### config.mk
export PLATFORM = sky130hd
export DESIGN_NAME = irqagg_top
export DESIGN_NICKNAME = d
export VERILOG_FILES = /design/src/rtl/irqagg_pkg.sv /design/src/rtl/irqagg_edge.sv /design/src/rtl/irqagg_line.sv /design/src/rtl/irqagg_top.sv
export SDC_FILE = /design/constraint.sdc
export NUM_CORES = 1
export LEC_CHECK = 0
export ABC_AREA = 1
export ABC_CLOCK_PERIOD_IN_PS = 1900
export BUFFER_PORTS_ARGS = -buffer_cell sky130_fd_sc_hd__buf_2
export CELL_PAD_IN_SITES_DETAIL_PLACEMENT = 1
export CELL_PAD_IN_SITES_GLOBAL_PLACEMENT = 1
export CORE_ASPECT_RATIO = 1.4
export CORE_MARGIN = 5
export CORE_UTILIZATION = 30
export CTS_BUF_LIST = sky130_fd_sc_hd__clkbuf_2
export DETAILED_ROUTE_END_ITERATION = 6
export GPL_TIMING_DRIVEN = 0
export HOLD_SLACK_MARGIN = 0.08
export PLACE_DENSITY_LB_ADDON = 0.1
export SETUP_SLACK_MARGIN = 0.1
export SLEW_MARGIN = 20
export SYNTH_ARGS = -nofsm -noshare
export SYNTH_HDL_FRONTEND = slang
export SYNTH_SLANG_ARGS = --single-unit
### constraint.sdc
create_clock -name clk -period 1.9 [get_ports clk]
set_clock_uncertainty 0.15 [all_clocks]
set_input_delay 0.19 -clock clk [delete_from_list [all_inputs] [get_ports clk]]
set_output_delay 0.19 -clock clk [all_outputs]
set_load 0.02 [all_outputs]
### src/rtl/irqagg_pkg.sv
package irqagg_pkg;

    localparam int ADDR_W = 8;
    localparam int DATA_W = 8;

    // Address group codes (addr[7:3]); addr[2:0] selects the byte.
    localparam logic [4:0] GRP_CTRL   = 5'd0;
    localparam logic [4:0] GRP_STAT_A = 5'd2;
    localparam logic [4:0] GRP_MASK_A = 5'd3;
    localparam logic [4:0] GRP_STAT_B = 5'd4;
    localparam logic [4:0] GRP_MASK_B = 5'd5;
    localparam logic [4:0] GRP_EDGE   = 5'd6;

    localparam int LINES = 2;

    typedef struct packed {
        logic hold;   // bit 1: keep a second edge
        logic cor;    // bit 0: clear status on read
    } ctrl_t;

endpackage

### src/rtl/irqagg_edge.sv
module irqagg_edge #(
    parameter int N_IN = 24
) (
    input  logic              clk,
    input  logic              rst_n,
    input  logic [N_IN-1:0]   evt_i,
    input  logic [2*N_IN-1:0] sel_i,
    output logic [N_IN-1:0]   hit_o
);

    typedef struct packed {
        logic [N_IN-1:0] s1;
        logic [N_IN-1:0] s2;
        logic [N_IN-1:0] s3;
    } sync_t;

    sync_t sync_d, sync_q;

    always_comb begin
        sync_d    = sync_q;
        sync_d.s1 = evt_i;
        sync_d.s2 = sync_q.s1;
        sync_d.s3 = sync_q.s2;
    end

    always_ff @(posedge clk or negedge rst_n) begin
        if (!rst_n) sync_q <= '0;
        else        sync_q <= sync_d;
    end

    for (genvar i = 0; i < N_IN; i++) begin : g_det
        assign hit_o[i] = (sel_i[2*i+1] &  sync_q.s2[i] & ~sync_q.s3[i])
                        | (sel_i[2*i]   & ~sync_q.s2[i] &  sync_q.s3[i]);
    end

endmodule

### src/rtl/irqagg_line.sv
module irqagg_line #(
    parameter int N_IN = 24
) (
    input  logic            clk,
    input  logic            rst_n,
    input  logic [N_IN-1:0] hit_i,
    input  logic            cor_i,
    input  logic            hold_en_i,
    input  logic            stat_rd_i,
    input  logic            stat_wr_i,
    input  logic            mask_wr_i,
    input  logic [2:0]      byte_i,
    input  logic [7:0]      wdata_i,
    output logic [N_IN-1:0] stat_o,
    output logic [N_IN-1:0] mask_o
);

    typedef struct packed {
        logic [N_IN-1:0] stat;
        logic [N_IN-1:0] pend;
        logic [N_IN-1:0] mask;
    } line_t;

    line_t st_d, st_q;
    logic [N_IN-1:0] lane;
    logic [N_IN-1:0] wbit;
    logic [N_IN-1:0] clr;

    always_comb begin
        lane = '0;
        wbit = '0;
        for (int i = 0; i < N_IN; i++) begin
            if (byte_i == 3'(i / 8)) begin
                lane[i] = 1'b1;
                wbit[i] = wdata_i[3'(i % 8)];
            end
        end

        clr = '0;
        if (stat_rd_i &&  cor_i) clr = lane;
        if (stat_wr_i && !cor_i) clr = clr | (lane & wbit);

        st_d = st_q;
        // A clear pulls in the held edge; a fresh edge always wins.
        st_d.stat = (clr & (st_q.pend | hit_i)) | (~clr & (st_q.stat | hit_i));
        if (hold_en_i)
            st_d.pend = (clr & st_q.pend & hit_i)
                      | (~clr & (st_q.pend | (hit_i & st_q.stat)));
        else
            st_d.pend = '0;

        if (mask_wr_i)
            st_d.mask = (st_q.mask & ~lane) | (wbit & lane);
    end

    always_ff @(posedge clk or negedge rst_n) begin
        if (!rst_n) begin
            st_q.stat <= '0;
            st_q.pend <= '0;
            st_q.mask <= '1;
        end else begin
            st_q <= st_d;
        end
    end

    assign stat_o = st_q.stat;
    assign mask_o = st_q.mask;

endmodule

### src/rtl/irqagg_top.sv
module irqagg_top
    import irqagg_pkg::*;
#(
    parameter int N_IN = 24
) (
    input  logic            clk,
    input  logic            rst_n,
    input  logic [N_IN-1:0] evt_i,
    input  logic [7:0]      addr_i,
    input  logic            wr_en_i,
    input  logic            rd_en_i,
    input  logic [7:0]      wdata_i,
    output logic [7:0]      rdata_o,
    output logic            irq_a_n_o,
    output logic            irq_b_n_o
);

    localparam int ESW = 2 * N_IN;

    typedef struct packed {
        ctrl_t          ctrl;
        logic [ESW-1:0] esel;
        logic [7:0]     rdata;
    } regs_t;

    regs_t st_d, st_q;

    logic [4:0]      grp;
    logic [2:0]      bsel;
    logic [N_IN-1:0] hit_w;
    logic [N_IN-1:0] stat_w [LINES];
    logic [N_IN-1:0] mask_w [LINES];
    logic [LINES-1:0] irq_n;

    assign grp  = addr_i[7:3];
    assign bsel = addr_i[2:0];

    irqagg_edge #(.N_IN(N_IN)) u_edge (
        .clk   (clk),
        .rst_n (rst_n),
        .evt_i (evt_i),
        .sel_i (st_q.esel),
        .hit_o (hit_w)
    );

    for (genvar l = 0; l < LINES; l++) begin : g_line
        localparam logic [4:0] SGRP = GRP_STAT_A + 5'(2 * l);
        localparam logic [4:0] MGRP = GRP_MASK_A + 5'(2 * l);

        irqagg_line #(.N_IN(N_IN)) u_line (
            .clk       (clk),
            .rst_n     (rst_n),
            .hit_i     (hit_w),
            .cor_i     (st_q.ctrl.cor),
            .hold_en_i (st_q.ctrl.hold),
            .stat_rd_i (rd_en_i && grp == SGRP),
            .stat_wr_i (wr_en_i && grp == SGRP),
            .mask_wr_i (wr_en_i && grp == MGRP),
            .byte_i    (bsel),
            .wdata_i   (wdata_i),
            .stat_o    (stat_w[l]),
            .mask_o    (mask_w[l])
        );

        assign irq_n[l] = ~|(stat_w[l] & ~mask_w[l]);
    end

    always_comb begin
        st_d = st_q;

        if (wr_en_i && grp == GRP_CTRL && bsel == 3'd0) begin
            st_d.ctrl.cor  = wdata_i[0];
            st_d.ctrl.hold = wdata_i[1];
        end
        if (wr_en_i && grp == GRP_EDGE) begin
            for (int i = 0; i < ESW; i++)
                if (bsel == 3'(i / 8)) st_d.esel[i] = wdata_i[3'(i % 8)];
        end

        st_d.rdata = '0;
        if (rd_en_i) begin
            case (grp)
                GRP_CTRL:
                    if (bsel == 3'd0) st_d.rdata = {6'd0, st_q.ctrl.hold, st_q.ctrl.cor};
                GRP_STAT_A, GRP_MASK_A, GRP_STAT_B, GRP_MASK_B: begin
                    for (int i = 0; i < N_IN; i++) begin
                        if (bsel == 3'(i / 8)) begin
                            case (grp)
                                GRP_STAT_A: st_d.rdata[3'(i % 8)] = stat_w[0][i];
                                GRP_MASK_A: st_d.rdata[3'(i % 8)] = mask_w[0][i];
                                GRP_STAT_B: st_d.rdata[3'(i % 8)] = stat_w[1][i];
                                default:    st_d.rdata[3'(i % 8)] = mask_w[1][i];
                            endcase
                        end
                    end
                end
                GRP_EDGE:
                    for (int i = 0; i < ESW; i++)
                        if (bsel == 3'(i / 8)) st_d.rdata[3'(i % 8)] = st_q.esel[i];
                default: st_d.rdata = '0;
            endcase
        end
    end

    always_ff @(posedge clk or negedge rst_n) begin
        if (!rst_n) st_q <= '0;
        else        st_q <= st_d;
    end

    assign rdata_o   = st_q.rdata;
    assign irq_a_n_o = irq_n[0];
    assign irq_b_n_o = irq_n[1];

endmodule

Word level (Yosys, flattened, before mapping)
Cells that the tools add are included.
- flip-flop bits (word level): 244
- bits in latches: 0
- memory bits (writable): 0
- memory bits (read-only): 0
- input port bits: 44
- output and inout bits: 10
- word-level logic and storage cells: 251
- memories kept: 0
- $add $sub $neg: 0
- multiply operators: 0
- divide/modulo/power cells: 0
- $lt $le $gt $ge: 0
- equality and inequality tests: 10
- shifts and indexed selects: 0
- multiplexer cells: 76
- bitwise logic cells: 120
- reduce and logical (&&, ||, !) cells: 27
- operators with widths (kind ; count):
    24-bit AND ; 13
    24-bit bitwise OR ; 10
    24-bit two-way mux ; 6
    24-bit NOT ; 5
    24-bit by 22-bit bitwise OR with 24-bit output ; 4
    1-bit two-way mux ; 54
    1-bit AND ; 48
    22-bit by 24-bit AND with 24-bit output ; 2
    24-bit by 22-bit AND with 24-bit output ; 2
    24-bit OR reduction ; 2
    1-bit one-hot mux with 3 select lines ; 12
    1-bit NOT ; 24
    5-bit by 3-bit equality test with 1-bit output (second input constant) ; 3
    1-bit logical AND ; 13
    1-bit bitwise OR ; 12
    4-bit one-hot mux with 3 select lines ; 1
    2-bit AND reduction ; 6
    5-bit by 2-bit equality test with 1-bit output (second input constant) ; 2
    8-bit two-way mux ; 1
    3-bit by 2-bit equality test with 1-bit output (second input constant) ; 2
    3-bit equality test (second input constant) ; 2
    5-bit zero test ; 1
    4-bit two-way mux ; 1
    4-bit OR reduction ; 1
    4 further kinds ; 6

Logic depth before layout (Yosys ltp)
Gate-level depths: netlist (run 1).
- depth in word-level cells: 10
- mapped depth: 12
- mapped depth without buffers: 12

Hierarchy
A second synthesis (run 1) with hierarchy kept.
- cells, all modules: 1419
- area, all modules: 12172.9 um^2
- modules (own cells, without submodules) (module ; times used ; cells an instance ; area an instance (um^2)):
    irqagg_line ; 2 ; 420 ; 3704.8
    irqagg_top ; 1 ; 387 ; 2451.1
    irqagg_edge ; 1 ; 192 ; 2312.2

Least setup slack after synthesis (run 1)
No wires, ideal clock.
- path type: register to output
- start: register with a tool-made name
- end: output port irq_a_n_o
- arrival time: 1579 ps
- required time: 1560 ps
- setup slack: -19 ps
- cell stages (with the launch flop): 6
- path buffers: 0
- cell sequence: dfstp_2 inv_1 nand2_1 o21ai_0 a211o_1 nor4_1
- RTL lines (element ; line ; text):
    end, declared ; irqagg_top.sv:14 ; output logic irq_a_n_o,

Final worst setup path (run 1)
- start: register g_line[0].u_line.st_q (netlist bit g_line[0].u_line.mask_o[6])
- end: output port irq_a_n_o
- cells in the longest elaborated chain, start to end: 4
- ends and longest elaborated chain (element ; line ; text):
    start, declared ; irqagg_line.sv:24 ; line_t st_d, st_q;
    start signal, assigned ; irqagg_line.sv:62 ; st_q <= st_d;
    24-bit NOT ; irqagg_top.sv:65 ; assign irq_n[l] = ~|(stat_w[l] & ~mask_w[l]);
    24-bit AND ; irqagg_top.sv:65 ;
    24-bit OR reduction ; irqagg_top.sv:65 ;
    1-bit zero test ; irqagg_top.sv:65 ;
No other way between the ends.

==> results.md, run 1 <==
- Critical-path cell list: inv_2, nand2_2, nand4_1, nor3_4, nand4_1, nor4_4, buf_4
- Final worst path period need: 2.90 ns
- Antenna violations before repair: 1
- # fillers: 3558
- Clk sinks: 210
- Number of buffers created by CTS: 56
- Worst reg2reg startpoint: st_q[56]
- Sequential-to-total area share from yosys stat: 0.585
- Ports: 54
- Xor and xnor area share after synthesis: 0
- Yosys reg bits: 210
- Vias in the first global route: 8048
- DRT iter0 DRCs: 247
- Slowest CP cell: dfstp_2
- RSZ-0062 raised after global routing: true
- Hold Crit Depth: 0
- Via density: 4.73
- Pleak: 5.34 nW
- Syn Std Cell Area: 9080 um^2
- Hold path endpoint: u_edge.sync_d[16]
- Clock slew at reported path FFs: 0.11 ns
- Fin nets: 1233
- Worst vdd ir: 0.000390 V
- Max Transition Viols Final: 0
- Failing checks: negative setup slack
- Pre-CTS setup slack: -0.432 ns
- Crit-path max FO: 2
- H-tree depth: 2
- Non-Filler Instances: 1621
- # DRC: 0
- Final Instance Area: roughly 11000 um^2
- Clock Path Buffers: 3
- Dpl cells: 1446
- Area leader, netlist: dfrtp_1
- Power Dens Cells: ~780 nW/um^2
- Post-DP HPWL: around 21000 um
- RD Place Congestion: 0.823
- Syn avg cell area: 8.88 um^2
- Period utilization: 1.53
- Chip height: roughly 220 um
- Fmax: 345 MHz
- Setup TNS: -12.15 ns
- Layout cell share with drive strength beyond 1: 0.240
- Netlist cell types: 43
- Remaining Overflow, GRT: 0
- Compound-gate portion of the synthesized area: 0.143
- Root buffer cell: clkbuf_2
- Post-Route WL: 29300 um
- Critical path required time: approximately 1.6 ns
- I/O Buffers: 33
- Worst Setup End Kind: primary output
- TritonRoute pass-1 iters: 4
- Worst hold start: u_edge.sync_d[40]
- Ys flop type: dfrtp_1
- Die Wd: 157 um
- Die area: 33900 um^2
- Post-synthesis cell count: 1023
- Number of flops mapped to enable cells by yosys: 0
- # Max-Cap Violations: 0
- Reg2Reg Setup Slack: 0.14 ns
- Multi-input logic area: ~3300 um^2
- Ys Warns: 0
- Slew headroom: 0.532
- Routed via count: 7669
- Initial core utilization: 0.303
- First-pass GRT wire length: 46100 um
- Gr usage total: 0.177
- Fin util: 0.377
- Worst skew pair latency: about 0.88 ns
- # setup viols final: 57
- Worst setup SP type: register
- Adder-cell share of the synthesized area: 0
- Synth top area cells: dfrtp_1 (45%), dfstp_2 (14%), nand2_1 (8.9%)
- Synthesis-to-layout area growth: 24.3%
- Worst hold path class: register to register
- Final worst setup slack: -1.00 ns
- CP peak stage delay: 0.54 ns
- Multiplexer area fraction after synthesis: 0.00344
- Worst hold slack: between 0.15 and 0.2 ns
- Drt wl/cell: 18.1 um
- Synth Area in Simple Gates: 0.191
- Post-synthesis async set-or-reset flop share: 1.00
- Run status: finished, violations left
- Final hold viol count: 0
- Top-area cell type share of the netlist area: 0.446
- Slew @ Worst Pin: 0.703 ns
- Worst path most repeated cell: nand4_1
- Tot Pwr: 8.77 mW
- FF+latch area: 5320 um^2
- # rows: 75
- CP arrival: about 2.6 ns
- Antenna-violating nets left: 0
- Largest net degree at the start of global routing: 92
- Crit Path Category: register to primary output
- R2r worst-path depth: 6
- Largest family of logic cells by synthesized area: simple AND/OR/NAND/NOR gates
- CORE AREA: 29900 um^2
- CTS tree: done
- Placed cell areas: 9810 um^2
==> where the power goes <==
part | internal, mW | switching, mW
sequential | 4.69 | 0.104
combinational | 0.278 | 0.492
clock | 1.28 | 1.92
==> routing by layer <==
metal	track usage	routed length, um
met1	0.216	12400
met2	0.308	15000
met3	0.0347	1040
met4	0.0614	794
met5	0	0
==> critical path: cells and delay by family, from the launching register on <==
family                 cells  cell delay, ns
flip-flops                 1            0.54
AND/OR/NAND/NOR            5            0.91
buffers and inverters      2            0.24
==> worst max path at each step <==
stage | from | endpoint | slack, ns | cells after the start
2_1_floorplan | g_line[1].u_line.mask_o[14] | irq_b_n_o | 0.15 | 6
3_3_place_gp | rst_n | g_line[0].u_line.st_q[39] | -3.48 | 1
3_5_place_dp | addr_i[3] | register | -0.43 | 10
4_1_cts | g_line[0].u_line.mask_o[6] | irq_a_n_o | -1.14 | 7
5_1_grt | g_line[0].u_line.mask_o[6] | irq_a_n_o | -1.22 | 7
6_report | g_line[0].u_line.mask_o[6] | irq_a_n_o | -1.00 | 7
==> cell usage in the layout, fill, tap and decap left out, types with 4 or more instances in the layout <==
cell type / n
a211oi_1: 7
a21oi_1: 56
a31oi_1: 6
buf_2: 29
buf_4: 26
buf_6: 5
clkbuf_2: 96
clkinv_1: 9
conb_1: 4
dfrtp_1: 160
dfstp_2: 48
dlygate4sd3_1: 56
inv_1: 132
inv_2: 19
nand2_1: 204
nand2_2: 15
nand2_4: 5
nand3_1: 47
nand4_1: 8
nor2_1: 87
nor2_2: 4
nor2_4: 9
nor3_1: 11
o211ai_1: 9
o21ai_0: 96
o21ai_1: 11
o21ai_2: 8
o22ai_1: 19
==> area by class of cell <==
type / count / area share
Sequential cell: 210 / 0.471
Multi-Input combinational cell: 642 / 0.292
Timing Repair Buffer: 110 / 0.0880
Inverter: 152 / 0.0511
Tap cell: 385 / 0.0427
Clock buffer: 94 / 0.0417
Buffer: 17 / 0.00987
Clock inverter: 10 / 0.00333
Antenna cell: 1 / 0.000222
==> cell usage after synthesis (all sizes together), types with 2 or more instances <==
library cell,count
clkbuf,5
nor2,100
a31oi,6
nand3,49
or2,3
nor3,16
nor3b,2
o21bai,3
o31ai,2
a221oi,4
a21oi,59
dfstp,48
o211ai,9
mux2i,2
dfrtp,162
inv,151
buf,17
nand2,224
o21ai,115
nand4,8
a211oi,7
a22o,2
o22ai,21
==> cells by family (layout without fill, tap and decap cells) <==
kind of cell    after synthesis  after routing
other cells                   1              5
flops                       210            210
buf+inv                     174            383
simple gates                403            403
mux                           3              3
compound gates              232            232
==> repair_timing <==
item | in CTS | in global routing
hold buffers | 57 | 9
endpoints found under the hold margin | 362 | 143
cloned | 0 | 1
endpoints found under the setup margin | 70 | 150
gates resized for setup | 45 | 42
pin swaps | 6 | 10
buffers inserted | 5 | 12
Power figures use the tool's default switching activity.
==> run 2, diff against run 1 <==
--- a/config.mk
+++ b/config.mk
@@ -12,7 +12,7 @@
 export CELL_PAD_IN_SITES_GLOBAL_PLACEMENT = 1
 export CORE_ASPECT_RATIO = 1.4
 export CORE_MARGIN = 5
-export CORE_UTILIZATION = 30
+export CORE_UTILIZATION = 35
 export CTS_BUF_LIST = sky130_fd_sc_hd__clkbuf_2
 export DETAILED_ROUTE_END_ITERATION = 6
 export GPL_TIMING_DRIVEN = 0
==> run 2 against run 1 <==
Against the previous run: the flow finishes with violations (negative hold slack, negative setup slack); global-route usage increased by 1.8 points; critical path depth unchanged; sequential power about the same; sequential cell count unchanged; non-clock buffer count increased by 4; first-iteration DRC count increased by 11%; count of clock-buffer cells in the layout decreased by 4; cell area decreased by 0.98%; largest power group unchanged.
==> results.md, run 2 (synthesis results as in run 1) <==
- Clk sinks: 210
- Die area: between 20000 and 30000 um^2
- Critical path origin: g_line[0].u_line.mask_o[6]
- Worst vdd ir: 0.000378 V
- Tot Pwr: approximately 8.6 mW
- Antenna-violating nets left: 0
- Slew headroom: 0.620
- Power Dens Cells: 772 nW/um^2
- Pleak: roughly 5.3 nW
- Crit Path Category: register to primary output
- TritonRoute pass-1 iters: 4
- Final hold viol count: 6
- Placed cell areas: 9730 um^2
- I/O Buffers: 33
- Drt wl/cell: 18.0 um
- H-tree depth: 2
- Clock Path Buffers: 3
- RSZ-0062 raised after global routing: true
- DRT iter0 DRCs: 275
- Pre-CTS setup slack: -0.463 ns
- Slew @ Worst Pin: 0.565 ns
- Synthesis-to-layout area growth: 23.1%
- # rows: 69
- Die Wd: 146 um
- Post-DP HPWL: 19700 um
- # Max-Cap Violations: 0
- Max Transition Viols Final: 0
- Worst hold path class: primary input to register
- Worst setup SP type: register
- Period utilization: 1.51
- # setup viols final: 5
- Number of buffers created by CTS: 54
- Setup TNS: -1.73 ns
- Chip height: roughly 200 um
- Worst hold slack: -0.0466 ns
- Gr usage total: 0.194
- Final worst setup slack: -0.976 ns
- Most frequent cells in the layout: nand2_1 (208), dfrtp_1 (160), inv_1 (130), o21ai_0 (96), clkbuf_2 (93)
- Slowest CP cell: dfstp_2
- Final worst path period need: 2.88 ns
- CP arrival: 2.54 ns
- Fin nets: about 1200
- Critical path required time: approximately 1.6 ns
- Critical-path cell list: inv_2, nand2_1, nand4_1, nor3_4, nand4_1, nor4_2, buf_4
- Worst reg2reg startpoint: st_q[56]
- Via density: approximately 4.9
- Initial core utilization: 0.357
- Worst path most repeated cell: nand4_1
- Antenna violations before repair: 1
- # DRC: 0
- Worst hold start: addr_i[6]
- Crit-path max FO: 2
- Layout cell share with drive strength beyond 1: 0.241
- Final Instance Area: 11200 um^2
- Post-Route WL: 28000 um
- Most common cell after layout, fill and taps aside: nand2_1
- Fmax: 348 MHz
- Clock slew at reported path FFs: 0.11 ns
- Run status: finished, violations left
- Worst Setup End Kind: primary output
- Worst skew pair latency: 0.82 ns
- CTS tree: done
- Root buffer cell: clkbuf_2
- CORE AREA: 25500 um^2
- Vias in the first global route: a little over 8000
- Ports: 54
- Failing checks: negative hold slack, negative setup slack
- CP peak stage delay: 0.54 ns
- Routed via count: 7598
- First-pass GRT wire length: 44900 um
- Largest net degree at the start of global routing: 95
- RD Place Congestion: 0.845
- Remaining Overflow, GRT: 0
## run 2: timing repair
item,in CTS,in global routing
hold buffers,54,7
endpoints found under the hold margin,384,128
gates resized for setup,43,45
setup buffers,5,20
endpoints found under the setup margin,66,149
pin swaps,5,10
## run 2: per-layer routing
metal,share of wire,up-vias,GRT usage
met5,0,-,0
met4,0.036,0,0.0790
met3,0.031,46,0.0309
met2,0.51,108,0.341
met1,0.42,3738,0.237
li1,-,3706,-
## run 2: worst max-delay path: cells and delay by family (launching register included)
family | cells | cell delay, ns
flops | 1 | 0.54
buf+inv | 2 | 0.23
simple gates | 5 | 0.94
## run 2: final cells by class
type,instances,area (um^2)
Fill cell,3036,14300
Sequential cell,210,5320
Multi-Input combinational cell,642,3280
Timing Repair Buffer,114,1010
Inverter,152,574
Clock buffer,90,450
Tap cell,319,399
Buffer,17,106
Clock inverter,9,33.8
Antenna cell,1,2.50
## run 2: per-stage QoR
step | std cells | utilization
4_1_cts | 1533 | 0.427
3_5_place_dp | 1380 | 0.382
5_1_grt | 1554 | 0.439
3_3_place_gp | 1378 | 0.379
2_1_floorplan | 1026 | -
6_report | 1554 | 0.439
## run 2: worst paths after layout
kind / end / slack, ns / cells past startpoint
max: irq_a_n_o / -0.98 / 7
min: register / -0.05 / 7
max reg2reg: g_line[1].u_line.stat_o[8] / 0.24 / 6
min reg2reg: u_edge.sync_d[12] / 0.20 / 0
max in group asynchronous: g_line[0].u_line.mask_o[22] / 0.52 / 4
min in group asynchronous: g_line[0].u_line.stat_o[0] / 0.21 / 3
## run 2: where the power goes
group,switching (mW),internal [mW]
sequential,0.103,4.69
clock,1.86,1.22
combinational,0.481,0.272
total,2.44,6.18
